<file path="config.mk">
export PLATFORM = sky130hd
export DESIGN_NAME = interleaved_mem_ctrl
export DESIGN_NICKNAME = d
export VERILOG_FILES = /design/src/rtl/interleaved_mem_ctrl.sv
export SDC_FILE = /design/constraint.sdc
export NUM_CORES = 1
export LEC_CHECK = 0
export ABC_AREA = 0
export BUFFER_PORTS_ARGS = -buffer_cell sky130_fd_sc_hd__clkbuf_2
export CORE_ASPECT_RATIO = 0.8
export CORE_MARGIN = 2
export CORE_UTILIZATION = 31
export DETAILED_ROUTE_END_ITERATION = 12
export MAX_ROUTING_LAYER = met4
export PLACE_DENSITY = 0.57
export SLEW_MARGIN = 30
export SYNTH_ARGS = -nofsm -noshare
export SYNTH_HDL_FRONTEND = slang
export SYNTH_SLANG_ARGS = --single-unit
export TNS_END_PERCENT = 50
</file>
<file path="constraint.sdc">
create_clock -name clk -period 1.8 [get_ports clk]
set_clock_uncertainty 0.05 [all_clocks]
set_input_delay 0.18 -clock clk [delete_from_list [all_inputs] [get_ports clk]]
set_output_delay 0.18 -clock clk [all_outputs]
set_load 0.03 [all_outputs]
</file>
<file path="src/rtl/interleaved_mem_ctrl.sv">
module interleaved_mem_ctrl #(
  parameter int ADDR_W     = 4,
  parameter int ACCESS_CYC = 10,
  parameter bit SEQUENTIAL = 1'b0
) (
  input  logic              clk,
  input  logic              rst_n,
  input  logic              req_valid,
  output logic              req_ready,
  input  logic [ADDR_W-1:0] req_addr,
  output logic              rsp_valid,
  output logic [31:0]       rsp_data,
  output logic [1:0]        rsp_idx,
  output logic              rsp_last
);
  localparam int NBANK = 4;
  localparam int ROWS  = 1 << ADDR_W;
  localparam int CW    = $clog2(ACCESS_CYC + 1);

  typedef enum logic [1:0] {S_IDLE, S_ADDR, S_ACC, S_XFER} st_t;

  st_t               state;
  logic [CW-1:0]     cnt;
  logic [1:0]        widx;
  logic [ADDR_W-1:0] row;
  logic [31:0]       mem [NBANK][ROWS];
  logic [31:0]       lat [NBANK];

  always_ff @(posedge clk) begin
    if (!rst_n) begin
      state <= S_IDLE;
      cnt   <= '0;
      widx  <= '0;
      row   <= '0;
      for (int b = 0; b < NBANK; b++) begin
        lat[b] <= '0;
        for (int r = 0; r < ROWS; r++)
          mem[b][r] <= {6'b101000, 2'(b), 8'h3C, 16'(r)};
      end
    end else begin
      case (state)
        S_IDLE: if (req_valid) begin
          row   <= req_addr;
          widx  <= '0;
          state <= S_ADDR;
        end
        S_ADDR: begin
          cnt   <= CW'(ACCESS_CYC - 1);
          state <= S_ACC;
        end
        S_ACC: if (cnt == '0) begin
          state <= S_XFER;
          if (SEQUENTIAL)
            lat[widx] <= mem[widx][row];
          else
            for (int b = 0; b < NBANK; b++) lat[b] <= mem[b][row];
        end else begin
          cnt <= cnt - 1'b1;
        end
        S_XFER: if (widx == 2'd3) begin
          state <= S_IDLE;
        end else begin
          widx <= widx + 1'b1;
          if (SEQUENTIAL) begin
            cnt   <= CW'(ACCESS_CYC - 1);
            state <= S_ACC;
          end
        end
        default: state <= S_IDLE;
      endcase
    end
  end

  assign req_ready = (state == S_IDLE);
  assign rsp_valid = (state == S_XFER);
  assign rsp_idx   = widx;
  assign rsp_last  = rsp_valid && (widx == 2'd3);
  assign rsp_data  = rsp_valid ? lat[widx] : 32'h0;

  p_busy_after_accept_r2: assert property (@(posedge clk) disable iff (!rst_n)
    req_valid && req_ready |=> !req_ready && !rsp_valid);
  p_no_overlap_r8: assert property (@(posedge clk) disable iff (!rst_n)
    rsp_valid |-> !req_ready);
  p_last_tag_r6: assert property (@(posedge clk) disable iff (!rst_n)
    rsp_last |-> rsp_valid && rsp_idx == 2'd3);
  p_ready_after_last_r8: assert property (@(posedge clk) disable iff (!rst_n)
    rsp_last |=> req_ready && !rsp_valid);
  p_quiet_bus_r9: assert property (@(posedge clk) disable iff (!rst_n)
    !rsp_valid |-> rsp_data == 32'h0 && !rsp_last);

  generate
    if (SEQUENTIAL) begin : g_seq_chk
      p_gap_between_words_r4: assert property (@(posedge clk) disable iff (!rst_n)
        rsp_valid && !rsp_last |=> !rsp_valid && !req_ready);
    end else begin : g_int_chk
      p_back_to_back_r3: assert property (@(posedge clk) disable iff (!rst_n)
        rsp_valid && !rsp_last |=> rsp_valid && rsp_idx == $past(rsp_idx) + 2'd1);
      p_first_word_r5: assert property (@(posedge clk) disable iff (!rst_n)
        $rose(rsp_valid) |-> rsp_idx == 2'd0);
    end
  endgenerate
endmodule

</file>
==> results by group <==
Placement
  – Setup WS pre-CTS: 0.142 ns
  – Port bufs: 23
  – Placed insts: 224
  – Placed wire-length estimate after detailed placement: 1890 um
  – RD Place Congestion: 0.736
  – Placed Instance Area: 0.00155 sq mm

Drt
  – Initial DRC count: 38
  – Vias: 975
  – DR vias/cell: 4.28
  – WL/cell: 10.9 um
  – Iteration count of the initial detailed-routing pass: 4
  – Post-route ant nets: 0
  – Drt drc: 0
  – Wirelength, routed: 2490 um

Pwr
  – Pwr Density: 1150 mW/mm^2
  – Peak VDD IR: 465 uV
  – Leakage power figure: 0.000714 uW
  – Power Total: 1870 uW

Synthesis
  – Yosys reg bits: 26
  – Avg Cell Area, Syn: 9.73 sq um
  – Async set-reset flop share out of synthesis: 0%
  – Combinational family with the most area after synthesis: simple AND/OR/NAND/NOR gates
  – Synth Area in XOR/XNOR: 0%
  – Syn Inst Count: 150
  – Ys flop type: dfxtp_1
  – Post-synth EDFFs: 11
  – Synthesized area: 0.00146 sq mm
  – Cell variety after synth: 29
  – Adder-Cell Fraction of Synth Area: 6.00%
  – Synthesis warning total: 0
  – Synth Area in Simple Gates: 20.6%
  – Post-synthesis sequential area ratio: 43.2%
  – Mux contribution to synthesized area: 2.74%
  – Compound-Gate Fraction of Synth Area: 11.5%

Hold path
  – Hold Path Class: input port to register

Critical path
  – Critical Path AT: 1.85 ns
  – Crit path required time: 1.94 ns
  – Critical path launch point type: register
  – Crit-path max FO: 4
  – Worst Setup End Kind: register
  – WS Path Type: register to register

Cells and area
  – Multi-input logic area: 703 sq um
  – Number of diodes: 0
  – FF+latch area: 631 sq um
  – Fin nets: 183
  – Final Cell Area: 0.00162 sq mm
  – Filler Cells Inserted: 482
  – Layout cells sized above 1: 21.4%
  – Area growth, synth to finish: 11.2%
  – Post-route insts no fill: 228

Global routing
  – Gr usage total: 10.2%
  – First-pass GRT wire length: 4070 um
  – Vias in the first global route: 881
  – Overflow after GRT: 0
  – Antenna violations before repair: 0
  – Largest net degree at the start of global routing: 24

Timing
  – Final worst path period share: 95.0%
  – Peak Freq: 585 MHz
  – Fin crit period: 1.71 ns
  – Worst setup margin: 0.0892 ns
  – Final Setup Violations: 0
  – Final hold vios: 0
  – Max Slew Vio Count: 0

Die
  – Die Area: 0.00528 sq mm
  – Die X: 80.7 um
  – Core footprint: 0.00457 sq mm
  – Ports: 44
  – Core Rows: 22
  – Chip height: 65.4 um
  – Starting Density: 32.0%

Clock network
  – CTS Buf Count: 3
  – Clk root buf: clkbuf_8
  – CTS tree: yes
  – Total clock sinks: 26
  – Clk_lat worst skew: 0.26 ns
  – CTS clk-pin slew, worst paths: 0.09 ns
  – Setup Buffers After CTS: 0
  – Clock Path Buffers: 2
  – H-tree depth: 1

Run status
  – Status: completed

Flow run
  – Max_cap viols: 0
## Yosys cell counts, types with 2 or more instances
master	instances	share of area (%)
a211o_1	3	1.8
a21boi_1	14	7.2
and2_1	2	0.86
and3_1	9	3.9
buf_4	25	13
clkbuf_1	6	1.5
dfxtp_1	15	21
edfxtp_1	11	23
ha_1	7	6.0
inv_1	4	1.0
mux2i_1	4	2.7
nand2_1	16	4.1
nand2b_1	2	0.86
nand3_1	11	3.8
nor2_1	4	1.0
nor2b_1	3	1.3
o31ai_1	2	1.0
## worst max-delay path, cell delays in order, from the launching register on
cell,delay (ns)
dfxtp_1,0.43
inv_1,0.12
ha_1,0.23
nor2b_1,0.16
or4b_1,0.46
a21boi_1,0.19
## final timing paths
kind / start / endpoint / slack [ns] / cells after the start
max: state[0]$_SDFFE_PN0P_ / register / 0.09 / 5
min: req_addr[1] / row[1]$_SDFFE_PN0P_ / 0.09 / 3
max reg2reg: state[0]$_SDFFE_PN0P_ / register / 0.09 / 5
min reg2reg: row[2]$_SDFFE_PN0P_ / row[2]$_SDFFE_PN0P_ / 0.42 / 2
## kinds of logic (layout without fill, tap and decap cells)
kind of cell             Yosys count  count (layout)
other                              1              20
AND/OR/NAND/NOR                   54              54
multiplexers                       4               4
flip-flops                        26              26
buffers and inverters             36              35
AO/OA/AOI/OAI                     22              22
adder cells (fa/ha/maj)            7               7
## report_power, final
part | internal, uW | total, uW | switching, uW
registers | 728 | 816 | 88.0
logic | 272 | 688 | 415
clock network | 195 | 365 | 170
## final cells by class
cell class,instances,area share [%]
clock buffers,4,3.39
inverters,4,0.924
multi-input cells,107,43.3
flip-flops and latches,26,38.8
well taps,60,4.62
repair buffers,27,8.94
## registers in the layout, summed over array words and instances (netlist names), named ones only
signal and cells:
state 2, lat 12, cnt 4, row 4, rsp_idx 2
## cells in the final DEF, fill, tap and decap left out, drive strengths merged, types with 7 or more instances in the layout
cell type and n:
edfxtp 11, conb 20, and3 9, nand2 16
ha 7, dfxtp 15, nand3 11, clkbuf 27
a21boi 14
## metrics by stage
step                      utilization, %  hold WS [ns]  setup TNS [ns]
after detailed placement            33.9         0.382               0
final                               35.5        0.0926               0
after global routing                35.5        0.0948        -0.00620
after floorplan                        -         0.276               0
after global placement              33.9         0.380               0
after CTS                           35.1        0.0918               0
## metal layers
metal,global-route usage [%],routed length [um]
met4,3.18,27
met2,14.0,987
met3,3.16,166
met5,-,0
met1,14.3,1310
## timing repair
item / CTS / global route
endpoints found under the hold margin: 0 / 0
hold buffers: 0 / 0
setup endpoints to repair: 0 / 18
gates resized for setup: 0 / 3
No activity file was read; power rests on OpenSTA's default activity.
